--- config.mk ---
export PLATFORM = sky130hd
export DESIGN_NAME = guard_user_grouper
export DESIGN_NICKNAME = d
export VERILOG_FILES = /design/src/rtl/grp_pkg.sv /design/src/rtl/grp_feeder.sv /design/src/rtl/grp_pe.sv /design/src/rtl/guard_user_grouper.sv
export SDC_FILE = /design/constraint.sdc
export NUM_CORES = 1
export LEC_CHECK = 0
export BUFFER_PORTS_ARGS = -buffer_cell sky130_fd_sc_hd__buf_2
export CORE_ASPECT_RATIO = 0.75
export CORE_MARGIN = 10
export CORE_UTILIZATION = 25
export DETAILED_ROUTE_END_ITERATION = 7
export PLACE_DENSITY_LB_ADDON = 0.12
export SLEW_MARGIN = 5
export SYNTH_ARGS = -nofsm -noshare
export SYNTH_HDL_FRONTEND = slang
export SYNTH_SLANG_ARGS = --single-unit
--- constraint.sdc ---
create_clock -name clk -period 3.7 [get_ports clk]
set_clock_uncertainty 0.1 [all_clocks]
set_input_delay 0.74 -clock clk [delete_from_list [all_inputs] [get_ports clk]]
set_output_delay 0.74 -clock clk [all_outputs]
set_load 0.01 [all_outputs]
--- src/rtl/grp_pkg.sv ---
package grp_pkg;
    typedef enum logic [1:0] {
        ST_IDLE  = 2'd0,
        ST_FEED  = 2'd1,
        ST_DRAIN = 2'd2
    } feed_state_t;
endpackage

--- src/rtl/grp_feeder.sv ---
module grp_feeder
    import grp_pkg::*;
#(
    parameter int NUSR  = 8,
    parameter int IDX_W = 7,
    parameter int UID_W = 3,
    parameter int CNT_W = 4
) (
    input  logic                  clk,
    input  logic                  rst_n,
    input  logic                  start,
    input  logic [CNT_W-1:0]      user_cnt,
    input  logic [NUSR*IDX_W-1:0] idx_vec,
    input  logic                  chain_done,
    output logic                  busy,
    output logic                  clr,
    output logic                  s_vld,
    output logic [IDX_W-1:0]      s_idx,
    output logic [UID_W-1:0]      s_uid,
    output logic                  s_last
);
    localparam logic [CNT_W-1:0] MAX_CNT = CNT_W'(NUSR);

    feed_state_t state_q, state_d;
    logic [IDX_W-1:0] vec_in [NUSR];
    logic [IDX_W-1:0] vec_q  [NUSR];
    logic [CNT_W-1:0] cnt_q, n_q, n_eff;
    logic             go;

    for (genvar j = 0; j < NUSR; j++) begin : g_unpack
        assign vec_in[j] = idx_vec[j*IDX_W +: IDX_W];
    end

    assign n_eff = (user_cnt > MAX_CNT) ? MAX_CNT : user_cnt;
    assign go    = (state_q == ST_IDLE) && start && (user_cnt != '0);
    assign clr   = go;
    assign busy  = (state_q != ST_IDLE);

    // state register
    always_ff @(posedge clk or negedge rst_n) begin
        if (!rst_n) state_q <= ST_IDLE;
        else        state_q <= state_d;
    end

    // transitions
    always_comb begin
        state_d = state_q;
        unique case (state_q)
            ST_IDLE:  if (go)                state_d = ST_FEED;
            ST_FEED:  if (cnt_q >= n_q)      state_d = ST_DRAIN;
            ST_DRAIN: if (chain_done)        state_d = ST_IDLE;
            default:                         state_d = ST_IDLE;
        endcase
    end

    // outputs and batch storage
    always_ff @(posedge clk or negedge rst_n) begin
        if (!rst_n) begin
            s_vld  <= 1'b0;
            s_idx  <= '0;
            s_uid  <= '0;
            s_last <= 1'b0;
            cnt_q  <= '0;
            n_q    <= '0;
            for (int j = 0; j < NUSR; j++) vec_q[j] <= '0;
        end else begin
            unique case (state_q)
                ST_IDLE: begin
                    if (go) begin
                        for (int j = 0; j < NUSR; j++) vec_q[j] <= vec_in[j];
                        n_q    <= n_eff;
                        cnt_q  <= CNT_W'(1);
                        s_vld  <= 1'b1;
                        s_idx  <= vec_in[0];
                        s_uid  <= '0;
                        s_last <= (n_eff == CNT_W'(1));
                    end else begin
                        s_vld  <= 1'b0;
                        s_last <= 1'b0;
                    end
                end
                ST_FEED: begin
                    if (cnt_q < n_q) begin
                        s_vld  <= 1'b1;
                        s_idx  <= vec_q[cnt_q[UID_W-1:0]];
                        s_uid  <= cnt_q[UID_W-1:0];
                        s_last <= ((cnt_q + CNT_W'(1)) == n_q);
                        cnt_q  <= cnt_q + CNT_W'(1);
                    end else begin
                        s_vld  <= 1'b0;
                        s_last <= 1'b0;
                    end
                end
                ST_DRAIN: begin
                    s_vld  <= 1'b0;
                    s_last <= 1'b0;
                end
                default: begin
                    s_vld  <= 1'b0;
                    s_last <= 1'b0;
                end
            endcase
        end
    end

    AST_UID_STEP: assert property (@(posedge clk) disable iff (!rst_n)
        (s_vld && $past(s_vld)) |-> (s_uid == $past(s_uid) + UID_W'(1)));

    AST_NO_FEED_IDLE: assert property (@(posedge clk) disable iff (!rst_n)
        (state_q == ST_DRAIN) |=> !s_vld);
endmodule

--- src/rtl/grp_pe.sv ---
module grp_pe #(
    parameter int IDX_W = 7,
    parameter int UID_W = 3,
    parameter int GRP_W = 2,
    parameter int GUARD = 3,
    parameter int PE_ID = 0
) (
    input  logic             clk,
    input  logic             rst_n,
    input  logic             clr,
    input  logic             in_vld,
    input  logic [IDX_W-1:0] in_idx,
    input  logic [UID_W-1:0] in_uid,
    input  logic             in_ok,
    input  logic [GRP_W-1:0] in_grp,
    input  logic             in_last,
    output logic             out_vld,
    output logic [IDX_W-1:0] out_idx,
    output logic [UID_W-1:0] out_uid,
    output logic             out_ok,
    output logic [GRP_W-1:0] out_grp,
    output logic             out_last
);
    localparam int CMP_W = IDX_W + 2;
    localparam logic [GRP_W-1:0] MY_GRP = GRP_W'(PE_ID);

    logic             occ_q;
    logic [IDX_W-1:0] ref_q;
    logic [CMP_W-1:0] thr;
    logic             fits, take;

    assign thr  = {2'b00, ref_q} + CMP_W'(GUARD);
    assign fits = !occ_q || ({2'b00, in_idx} >= thr);
    assign take = in_vld && !in_ok && fits;

    // group reference
    always_ff @(posedge clk or negedge rst_n) begin
        if (!rst_n) begin
            occ_q <= 1'b0;
            ref_q <= '0;
        end else if (clr) begin
            occ_q <= 1'b0;
        end else if (take) begin
            occ_q <= 1'b1;
            ref_q <= in_idx;
        end
    end

    // travelling record
    always_ff @(posedge clk or negedge rst_n) begin
        if (!rst_n) begin
            out_vld  <= 1'b0;
            out_idx  <= '0;
            out_uid  <= '0;
            out_ok   <= 1'b0;
            out_grp  <= '0;
            out_last <= 1'b0;
        end else begin
            out_vld  <= in_vld;
            out_idx  <= in_idx;
            out_uid  <= in_uid;
            out_ok   <= in_ok || take;
            out_grp  <= take ? MY_GRP : in_grp;
            out_last <= in_last;
        end
    end

    AST_REF_FOLLOWS: assert property (@(posedge clk) disable iff (!rst_n)
        (out_vld && out_ok && out_grp == MY_GRP) |-> (occ_q && ref_q == out_idx));

    AST_KEEP_ASSIGNED: assert property (@(posedge clk) disable iff (!rst_n)
        (in_vld && in_ok) |=> (out_ok && out_grp == $past(in_grp)));
endmodule

--- src/rtl/guard_user_grouper.sv ---
module guard_user_grouper #(
    parameter int NUSR  = 8,
    parameter int IDX_W = 7,
    parameter int TAU   = 4,
    parameter int GUARD = 3,
    parameter int UID_W = $clog2(NUSR),
    parameter int GRP_W = $clog2(TAU),
    parameter int CNT_W = $clog2(NUSR + 1)
) (
    input  logic                  clk,
    input  logic                  rst_n,
    input  logic                  start,
    input  logic [CNT_W-1:0]      user_cnt,
    input  logic [NUSR*IDX_W-1:0] idx_vec,
    output logic                  busy,
    output logic                  out_vld,
    output logic [UID_W-1:0]      out_uid,
    output logic [GRP_W-1:0]      out_grp,
    output logic                  out_ok,
    output logic                  out_last
);
    logic             c_vld  [TAU+1];
    logic [IDX_W-1:0] c_idx  [TAU+1];
    logic [UID_W-1:0] c_uid  [TAU+1];
    logic             c_ok   [TAU+1];
    logic [GRP_W-1:0] c_grp  [TAU+1];
    logic             c_last [TAU+1];
    logic             clr, chain_done;

    assign chain_done = c_vld[TAU] && c_last[TAU];

    grp_feeder #(
        .NUSR(NUSR), .IDX_W(IDX_W), .UID_W(UID_W), .CNT_W(CNT_W)
    ) u_feed (
        .clk(clk), .rst_n(rst_n), .start(start), .user_cnt(user_cnt),
        .idx_vec(idx_vec), .chain_done(chain_done), .busy(busy), .clr(clr),
        .s_vld(c_vld[0]), .s_idx(c_idx[0]), .s_uid(c_uid[0]), .s_last(c_last[0])
    );

    assign c_ok[0]  = 1'b0;
    assign c_grp[0] = '0;

    for (genvar g = 0; g < TAU; g++) begin : g_chain
        grp_pe #(
            .IDX_W(IDX_W), .UID_W(UID_W), .GRP_W(GRP_W),
            .GUARD(GUARD), .PE_ID(g)
        ) u_pe (
            .clk(clk), .rst_n(rst_n), .clr(clr),
            .in_vld(c_vld[g]), .in_idx(c_idx[g]), .in_uid(c_uid[g]),
            .in_ok(c_ok[g]), .in_grp(c_grp[g]), .in_last(c_last[g]),
            .out_vld(c_vld[g+1]), .out_idx(c_idx[g+1]), .out_uid(c_uid[g+1]),
            .out_ok(c_ok[g+1]), .out_grp(c_grp[g+1]), .out_last(c_last[g+1])
        );
    end

    assign out_vld  = c_vld[TAU];
    assign out_uid  = c_uid[TAU];
    assign out_grp  = c_grp[TAU];
    assign out_ok   = c_ok[TAU];
    assign out_last = c_last[TAU];

    AST_IDLE_QUIET: assert property (@(posedge clk) disable iff (!rst_n)
        !busy |-> !out_vld);

    AST_LAST_ENDS: assert property (@(posedge clk) disable iff (!rst_n)
        (out_vld && out_last) |=> !busy);

    AST_UNASSIGNED_ZERO: assert property (@(posedge clk) disable iff (!rst_n)
        (out_vld && !out_ok) |-> (out_grp == '0));

    AST_FIRST_GROUP0: assert property (@(posedge clk) disable iff (!rst_n)
        (out_vld && out_uid == '0) |-> (out_ok && out_grp == '0));
endmodule

==> results of run 1 <==
## Yosys cell counts (5+ instances only)
library cell | number | area share (%)
a21o_1 | 5 | 0.52
mux2i_1 | 11 | 1.5
inv_1 | 22 | 1.2
ha_1 | 37 | 6.4
nor2_1 | 25 | 1.3
a21oi_1 | 9 | 0.63
xor2_1 | 16 | 2.0
or2_2 | 5 | 0.44
clkbuf_1 | 7 | 0.37
buf_4 | 11 | 1.2
nor2b_1 | 9 | 0.78
nand2_1 | 199 | 10
o21ai_0 | 26 | 1.8
a22oi_1 | 5 | 0.52
mux2_2 | 24 | 3.8
buf_2 | 7 | 0.49
dfrtp_1 | 160 | 56
xnor2_1 | 8 | 0.98
mux4_2 | 14 | 4.4
## cells by family (layout without fill, tap and decap cells)
kind of cell | after synthesis | in the layout | share of synthesized area (%)
compound gates | 70 | 70 | 6.395
xor+xnor | 24 | 24 | 2.927
fa+ha+maj | 37 | 37 | 6.447
buf+inv | 48 | 131 | 3.206
flops | 160 | 160 | 55.76
mux | 49 | 49 | 9.688
simple gates | 261 | 261 | 15.58
## worst max-delay path, stage by stage (launching register included)
cell       delay [ns]
dfrtp_1          0.37
inv_1            0.08
ha_1             0.23
nor2_1           0.18
nand3_1          0.11
xor2_1           0.16
ha_1             0.28
and4_1           0.21
a2111oi_1        0.55
nor3_2           0.22
mux2_2           0.32
## power groups by stage
stage	clock network, uW	registers (uW)	logic [uW]
finish	1760	3100	2820
floorplan	0	2910	2240
global placement	0	3120	2790
CTS	1820	3120	2880
detailed placement	0	3140	2860
global route	1890	3210	3260
## worst max path at each step
stage / startpoint / to / cells after the start
3_5_place_dp: start / u_feed.s_idx[6] / 6
3_3_place_gp: start / u_feed.s_idx[2] / 6
5_1_grt: g_chain[3].u_pe.ref_q[0] / g_chain[3].u_pe.ref_q[5] / 10
4_1_cts: g_chain[3].u_pe.ref_q[0] / g_chain[3].u_pe.ref_q[1] / 10
2_1_floorplan: g_chain[3].u_pe.ref_q[0] / g_chain[3].u_pe.ref_q[1] / 10
6_report: g_chain[3].u_pe.ref_q[0] / g_chain[3].u_pe.ref_q[1] / 10
## state kept, by name (all words and copies together) (netlist names), 2 cells and up
name / cells
g_chain.u_pe.occ_q: 4
g_chain.u_pe.out_grp: 5
g_chain.u_pe.out_idx: 21
g_chain.u_pe.out_last: 4
g_chain.u_pe.out_ok: 4
g_chain.u_pe.out_uid: 12
g_chain.u_pe.out_vld: 4
g_chain.u_pe.ref_q: 28
u_feed.cnt_q: 4
u_feed.n_q: 4
u_feed.s_idx: 7
u_feed.s_uid: 3
u_feed.state_q: 2
u_feed.vec_q: 56
## layer usage
metal	track usage, %	up-vias	share of wire, %
met5	0	-	0
met4	3.665	0	1.3
met3	2.969	16	4.6
met2	14.70	79	44
met1	13.33	2316	50
li1	-	2322	-
## metrics by stage
stage / setup slack, ns / hold slack [ns]
2_1_floorplan: 1.023 / 0.2312
3_3_place_gp: 0.8126 / 0.2316
3_5_place_dp: 0.7712 / 0.2347
4_1_cts: 0.7485 / 0.2495
5_1_grt: 0.4981 / 0.2544
6_report: 0.7829 / 0.2462
## final cells by class
cell class | count | share of cell area [%]
sequential | 160 | 46.99
clock inverter | 12 | 1.586
clock buffer | 20 | 5.242
multi-input combinational | 441 | 34.64
inverter | 22 | 0.9692
tap | 385 | 5.653
timing repair buffer | 77 | 4.919
==> impl_metrics.env, run 1 <==
export IMPL_synth_net_count=749
export IMPL_seq_area_sq_um=4004
export IMPL_worst_slew_pin_slew_ns=0.8171
export IMPL_io_buffers=71
export IMPL_synth_seq_area_share_pct=55.76
export IMPL_fp_dieH_microns=166.8
export IMPL_clockBufferDepth=2
export IMPL_n_fill_cell=2927
export IMPL_p_total_uw=7674
export IMPL_cts_setup_buffers=0
export IMPL_drc_errors=0
export IMPL_cp_data_required_time_ns=3.92
export IMPL_multi_input_area_sq_um=2952
export IMPL_grt_max_degree=79
export IMPL_r2r_cells=10
export IMPL_clock_latency_ns=0.43
export IMPL_finalNonFillerCells=1117
export IMPL_synth_area_sq_um=7181
export IMPL_synthCells=649
export IMPL_clock_power_share_pct=22.9
export IMPL_p_int_uw=4847
export IMPL_core_area_sq_um=28180
export IMPL_clk_pin_slew_worst_paths_ns=0.07
export IMPL_leakagePower_uw=0.004090
export IMPL_dpl_hpwl_microns=12020
export IMPL_ioPinCount=72
export IMPL_avgSynthCellArea_sq_um=11.06
export IMPL_comb_power_share_pct=36.7
export IMPL_drtIter0Drc=212
export IMPL_cts_max_level=4
export IMPL_outcome="finished clean"
export IMPL_die_w_microns=215.7
export IMPL_antenna_left=0
export IMPL_drive_above_1_share_pct=21.86
export IMPL_postPlaceCellArea_sq_um=7939
export IMPL_slew_limit_headroom_pct=45.47
export IMPL_wl_per_cell_microns=15.32
export IMPL_cts_tree="built"
export IMPL_clock_root_buffer="clkbuf_16"
export IMPL_end_kind="flip-flop"
export IMPL_syn_to_final_growth_pct=18.66
export IMPL_synth_edff_count=0
export IMPL_dieArea_sq_um=35970
export IMPL_synth_async_reset_ratio_pct=100.0
export IMPL_start_kind="flip-flop"
export IMPL_critPathKind="flip-flop to flip-flop"
export IMPL_viasPerCell=4.237
export IMPL_r2r_setup_slack_ns=0.78
export IMPL_r2r_end="g_chain[3].u_pe.ref_q[1]"
export IMPL_path_max_fanout=7
export IMPL_first_global_vias=5055
export IMPL_start_util_pct=25.48
export IMPL_utilization_pct=30.23
export IMPL_drt_total_wl_microns=17110
export IMPL_p_sw_uw=2827
export IMPL_cap_violations=0
export IMPL_synth_main_ff_cell="dfrtp_1"
export IMPL_period_share_pct=78.84
export IMPL_maxSlewViolCount=0
export IMPL_power_density_nw_per_um2=900.6
export IMPL_grt_pass1_wl_microns=28350
export IMPL_num_vias=4733
export IMPL_cp_data_arrival_time_ns=3.14
export IMPL_rsz0062_at_grt="no"
export IMPL_std_cell_rows=53
export IMPL_design_area_sq_um=8521
export IMPL_hold_violations=0
export IMPL_hold_path_class="primary input to asynchronous set/reset pin"
export IMPL_final_common_cell="nand2_1"
export IMPL_ctsHoldBuffers=0
export IMPL_seq_power_share_pct=40.4
export IMPL_grt_remaining_overflow=0
export IMPL_numCtsBuffers=17
export IMPL_dr_pass1_iters=4
export IMPL_r2r_start="g_chain[3].u_pe.ref_q[0]"
export IMPL_cts_resized=0
export IMPL_ys_ff_latch=160
export IMPL_cts_sinks=160
export IMPL_final_cell_mix="nand2_1 (199), dfrtp_1 (160), buf_2 (70)"
export IMPL_setup_viol=0
export IMPL_routabilityCongestion=0.7655
export IMPL_p_sw_share_pct=36.84
export IMPL_yosys_warnings=0
export IMPL_synthDistinctLibCells=47
export IMPL_grt_use_total_pct=9.917
export IMPL_num_antenna_cells=0
export IMPL_max_vdd_ir_drop_mv=0.3014
export IMPL_fmax_ghz=0.3428
export IMPL_layout_min_cycle_time_ns=2.917
export IMPL_final_nets=819
export IMPL_antenna_found_initial=0
export IMPL_dp_cells=1085
export IMPL_tns_ns=0
(Power assumes the default switching activity.)
==> inputs of run 2 (changes only) <==
==> constraint.sdc (replaced) <==
create_clock -name clk -period 2.4 [get_ports clk]
set_clock_uncertainty 0.1 [all_clocks]
set_input_delay 0.48 -clock clk [delete_from_list [all_inputs] [get_ports clk]]
set_output_delay 0.48 -clock clk [all_outputs]
set_load 0.01 [all_outputs]
==> impl_metrics.env, run 2 (same netlist as run 1, synthesis figures left out) <==
export IMPL_clockBufferDepth=2
export IMPL_drive_above_1_share_pct=32.91
export IMPL_dpl_hpwl_microns=12850
export IMPL_num_vias=4912
export IMPL_final_nets=871
export IMPL_start_kind="flip-flop"
export IMPL_routabilityCongestion=0.7387
export IMPL_maxSlewViolCount=0
export IMPL_hold_path_class="primary input to flip-flop"
export IMPL_dr_pass1_iters=4
export IMPL_drt_total_wl_microns=17820
export IMPL_num_antenna_cells=0
export IMPL_rsz0062_at_grt="yes"
export IMPL_largest_reg_flops=56
export IMPL_cp_data_required_time_ns=2.61
export IMPL_utilization_pct=33.15
export IMPL_std_cell_rows=53
export IMPL_end_kind="flip-flop"
export IMPL_clock_latency_ns=0.43
export IMPL_die_w_microns=215.7
export IMPL_outcome="finished, violations left"
export IMPL_finalNonFillerCells=1169
export IMPL_leakagePower_uw=0.004430
export IMPL_cap_violations=0
export IMPL_power_density_nw_per_um2=1464
export IMPL_clock_root_buffer="clkbuf_16"
export IMPL_violations="setup timing"
export IMPL_start_util_pct=25.48
export IMPL_max_vdd_ir_drop_mv=0.5608
export IMPL_grt_max_degree=59
export IMPL_viasPerCell=4.202
export IMPL_cts_sinks=160
export IMPL_layout_setup_ws_ns=-0.1951
export IMPL_critPathKind="flip-flop to flip-flop"
export IMPL_wl_per_cell_microns=15.24
export IMPL_tns_ns=-2.408
export IMPL_period_share_pct=108.1
export IMPL_final_cell_mix="nand2_1 (198), dfrtp_1 (158), buf_2 (70)"
export IMPL_layout_min_cycle_time_ns=2.595
export IMPL_core_area_sq_um=28180
export IMPL_first_global_vias=5279
export IMPL_cts_max_level=4
export IMPL_fmax_ghz=0.3853
export IMPL_fp_dieH_microns=166.8
export IMPL_reg_largest_list="u_feed.vec_q x56, g_chain.u_pe.ref_q x28, g_chain.u_pe.out_idx x21"
export IMPL_numCtsBuffers=17
export IMPL_dp_slack_ns=-0.3792
export IMPL_antenna_left=0
export IMPL_grt_remaining_overflow=0
export IMPL_dp_cells=1127
export IMPL_setup_viol=21
export IMPL_dieArea_sq_um=35970
export IMPL_ioPinCount=72
export IMPL_drtIter0Drc=209
export IMPL_slew_limit_headroom_pct=61.00
export IMPL_cp_data_arrival_time_ns=2.81
export IMPL_regMostFlops="u_feed.vec_q"
export IMPL_path_max_fanout=7
export IMPL_worst_slew_pin_slew_ns=0.5850
export IMPL_whs_ns=0.1387
export IMPL_syn_to_final_growth_pct=30.09
export IMPL_io_buffers=71
export IMPL_grt_pass1_wl_microns=29220
export IMPL_final_common_cell="nand2_1"
export IMPL_clk_pin_slew_worst_paths_ns=0.06
export IMPL_antenna_found_initial=0
export IMPL_grt_use_total_pct=10.18
export IMPL_drc_errors=0
export IMPL_cts_tree="built"
export IMPL_hold_violations=0
## run 2: cell count changes in the layout (fill, tap and decap cells not counted), sizes merged
cell         change
buf             +51
dlygate4sd3      +1
clkinvlp         -1
bufinv           +3
inv              +1
clkinv           -3
## run 2: layout make-up
class / count / area (sq um)
tap: 385 / 481.7
sequential: 160 / 4006
clock buffer: 20 / 456.7
timing repair buffer: 129 / 880.8
multi-input combinational: 441 / 3229
clock inverter: 12 / 203.9
fill: 2838 / 18840
inverter: 22 / 82.58
## run 2: final timing paths
| check | from | to | slack, ns | cells after the start |
|---|---|---|---|---|
| worst min register to register | g_chain[1].u_pe.out_uid[1] | g_chain[2].u_pe.out_uid[1] | 0.25 | 0 |
| worst max register to register | g_chain[1].u_pe.ref_q[0] | g_chain[1].u_pe.ref_q[2] | -0.20 | 9 |
| worst max-delay path | g_chain[1].u_pe.ref_q[0] | g_chain[1].u_pe.ref_q[2] | -0.20 | 9 |
| max in group asynchronous | rst_n | g_chain[3].u_pe.ref_q[2] | 1.04 | 3 |
| worst min-delay path | idx_vec[52] | u_feed.vec_q[3] | 0.14 | 3 |
| min in group asynchronous | rst_n | u_feed.s_uid[2] | 0.51 | 2 |
## run 2: power breakdown
group | leakage (uW) | switching (uW) | internal [uW]
clock network | 0.000314 | 1120 | 1910
logic | 0.00210 | 2960 | 2960
registers | 0.00201 | 845 | 3890
## run 2: layer usage
layer	GRT usage (%)	vias to the layer above	wire length [microns]
met2	15.63	73	8127
met3	2.915	15	735
met1	13.39	2401	8732
met4	3.543	0	223
met5	0	-	0
li1	-	2423	-
## run 2: critical path: stages, from the launching register on
cell and delay [ns]:
dfrtp_1 0.40, o2111ai_1 0.31, xor2_1 0.23, ha_1 0.28, o21ai_1 0.15, nor2_1 0.08
a2111oi_4 0.40, nor4b_4 0.08, buf_6 0.16, mux2_4 0.29
## run 2: timing repair
action                                  in CTS  in global routing
buffers inserted                             4                  7
gates resized for setup                     37                 27
hold buffers                                 1                  0
endpoints found under the hold margin       53                  0
pin swaps                                   15                 10
cloned                                       0                  0
endpoints found under the setup margin      33                 42
## run 2: metrics by stage
step | cell area, sq um | total power (uW)
2_1_floorplan | 7257 | 8146
3_3_place_gp | 8368 | 9869
3_5_place_dp | 8368 | 10030
4_1_cts | 9194 | 13560
5_1_grt | 9341 | 14820
6_report | 9341 | 13680
==> inputs of run 3 (changes only) <==
--- a/config.mk
+++ b/config.mk
@@ -7,7 +7,7 @@
 export LEC_CHECK = 0
 export BUFFER_PORTS_ARGS = -buffer_cell sky130_fd_sc_hd__buf_2
 export CORE_ASPECT_RATIO = 0.75
-export CORE_MARGIN = 10
+export CORE_MARGIN = 2
 export CORE_UTILIZATION = 25
 export DETAILED_ROUTE_END_ITERATION = 7
 export PLACE_DENSITY_LB_ADDON = 0.12
==> impl_metrics.env, run 3 (same netlist as run 1, synthesis figures left out) <==
export IMPL_drt_total_wl_microns=17010
export IMPL_r2r_setup_slack_ns=-0.21
export IMPL_first_global_vias=5246
export IMPL_path_max_fanout=6
export IMPL_regMostFlops="u_feed.vec_q"
export IMPL_hp_start="idx_vec[42]"
export IMPL_max_vdd_ir_drop_mv=0.5303
export IMPL_wl_per_cell_microns=14.51
export IMPL_layout_min_cycle_time_ns=2.607
export IMPL_grt_remaining_overflow=0
export IMPL_core_area_sq_um=28120
export IMPL_num_antenna_cells=0
export IMPL_cap_violations=0
export IMPL_maxSlewViolCount=0
export IMPL_drtIter0Drc=187
export IMPL_grt_max_degree=55
export IMPL_p_sw_uw=4931
export IMPL_cts_sinks=160
export IMPL_final_common_cell="nand2_1"
export IMPL_min_to="u_feed.vec_q[7]"
export IMPL_final_cell_mix="nand2_1 (197), dfrtp_1 (159), buf_2 (70)"
export IMPL_p_sw_share_pct=37.17
export IMPL_n_fill_cell=2877
export IMPL_seq_area_sq_um=4005
export IMPL_violations="setup timing"
export IMPL_viasPerCell=4.247
export IMPL_hold_path_class="primary input to flip-flop"
export IMPL_drc_errors=0
export IMPL_p_total_uw=13270
export IMPL_period_share_pct=108.6
export IMPL_slowest_delay_ns=0.39
export IMPL_path_buf_inv=2
export IMPL_r2r_start="g_chain[1].u_pe.ref_q[0]"
export IMPL_clock_power_share_pct=19.3
export IMPL_io_buffers=71
export IMPL_dp_cells=1123
export IMPL_leakagePower_uw=0.004392
export IMPL_outcome="finished, violations left"
export IMPL_start_kind="flip-flop"
export IMPL_critPathKind="flip-flop to flip-flop"
export IMPL_rsz0062_at_grt="yes"
export IMPL_numCtsBuffers=17
export IMPL_dr_pass1_iters=4
export IMPL_hold_violations=0
export IMPL_fmax_ghz=0.3835
export IMPL_utilization_pct=32.97
export IMPL_comb_power_share_pct=44.9
export IMPL_ioPinCount=72
export IMPL_worst_slew_pin_slew_ns=0.8209
export IMPL_die_w_microns=199.7
export IMPL_antenna_left=0
export IMPL_dieArea_sq_um=30110
export IMPL_clk_pin_slew_worst_paths_ns=0.06
export IMPL_r2r_end="g_chain[1].u_pe.ref_q[2]"
export IMPL_power_density_nw_per_um2=1431
export IMPL_finalNonFillerCells=1172
export IMPL_r2r_cells=11
export IMPL_largest_reg_flops=56
export IMPL_cts_max_level=4
export IMPL_crit_slowest_cell="a2111oi_4"
export IMPL_antenna_found_initial=1
export IMPL_cp_top_family="simple AND/OR/NAND/NOR gates"
export IMPL_clockBufferDepth=2
export IMPL_fp_dieH_microns=150.8
export IMPL_grt_pass1_wl_microns=28120
export IMPL_multi_input_area_sq_um=3247
export IMPL_reg_largest_list="u_feed.vec_q x56, g_chain.u_pe.ref_q x28, g_chain.u_pe.out_idx x21"
export IMPL_grt_use_total_pct=12.18
export IMPL_dpl_hpwl_microns=12030
export IMPL_final_nets=874
export IMPL_num_vias=4977
export IMPL_cp_data_arrival_time_ns=2.81
export IMPL_cp_cell_sequence="inv_2 -> ha_4 -> nor2_4 -> nand3_2 -> xor2_1 -> ha_1 -> and4_1 -> a2111oi_4 -> nor4b_4 -> buf_6 -> mux2_4"
export IMPL_start_util_pct=25.54
export IMPL_seq_power_share_pct=35.8
export IMPL_holdPathStages=3
export IMPL_std_cell_rows=53
export IMPL_routabilityCongestion=0.7597
export IMPL_layout_setup_ws_ns=-0.2073
export IMPL_clock_latency_ns=0.42
export IMPL_p_int_uw=8336
export IMPL_setup_viol=25
export IMPL_drive_above_1_share_pct=33.16
export IMPL_cts_tree="built"
export IMPL_clock_root_buffer="clkbuf_16"
export IMPL_syn_to_final_growth_pct=29.10
export IMPL_end_kind="flip-flop"
export IMPL_slew_limit_headroom_pct=45.22
export IMPL_cp_data_required_time_ns=2.60
-- run 3: per-layer routing --
metal	GRT usage [%]	vias to the layer above	share of wire, %
met5	0	-	0.076
met4	3.481	2	1.0
met1	17.57	2424	50
met3	3.429	13	4.6
met2	17.74	98	44
li1	-	2440	-
-- run 3: stage by stage --
step	area, sq um	hold WS (ns)	setup slack, ns	TNS (ns)
floorplan	7257	0.08441	-0.1435	-1.997
global placement	8338	0.2336	-0.2356	-4.064
detailed placement	8338	0.2347	-0.2840	-5.507
CTS	9095	0.1209	-0.2034	-2.022
global route	9270	0.1347	-0.3214	-5.430
finish	9270	0.1455	-0.2073	-2.885
-- run 3: how the worst max path moves through the flow --
stage / startpoint / depth (start not counted) / endpoint
6_report: g_chain[1].u_pe.ref_q[0] / 11 / g_chain[1].u_pe.ref_q[2]
5_1_grt: g_chain[1].u_pe.ref_q[0] / 11 / g_chain[1].u_pe.ref_q[1]
4_1_cts: g_chain[1].u_pe.ref_q[0] / 9 / g_chain[1].u_pe.ref_q[2]
3_5_place_dp: g_chain[3].u_pe.ref_q[0] / 11 / g_chain[3].u_pe.ref_q[3]
3_3_place_gp: g_chain[3].u_pe.ref_q[0] / 11 / g_chain[3].u_pe.ref_q[3]
2_1_floorplan: g_chain[1].u_pe.ref_q[1] / 10 / g_chain[1].u_pe.ref_q[3]
-- run 3: final cells by class --
| cell class | instances | share of cell area [%] |
|---|---|---|
| well taps | 385 | 5.196 |
| flip-flops and latches | 160 | 43.20 |
| repair buffers | 132 | 9.731 |
| inverters | 22 | 0.8908 |
| clock inverters | 9 | 0.9043 |
| multi-input cells | 441 | 35.02 |
| clock buffers | 23 | 5.048 |
-- run 3: power by group through the flow --
stage	combinational (uW)	clock, uW	sequential, uW
after floorplan	3660	0	4490
after global placement	5050	0	4750
after detailed placement	5200	0	4770
after CTS	5660	2650	4750
after global routing	6660	2780	4920
final	5950	2560	4750
-- run 3: repair_timing --
| item | in CTS | in global routing |
|---|---|---|
| setup endpoints to repair | 32 | 38 |
| resized for setup | 38 | 30 |
| buffers inserted | 10 | 10 |
| pin swaps | 25 | 28 |
| hold buffers | 1 | 0 |
| hold endpoints to repair | 48 | 0 |
-- run 3: tightest hold or removal path, stage by stage --
cell and delay, ns:
buf_2 0.07, nand2_1 0.04, nand2_1 0.05
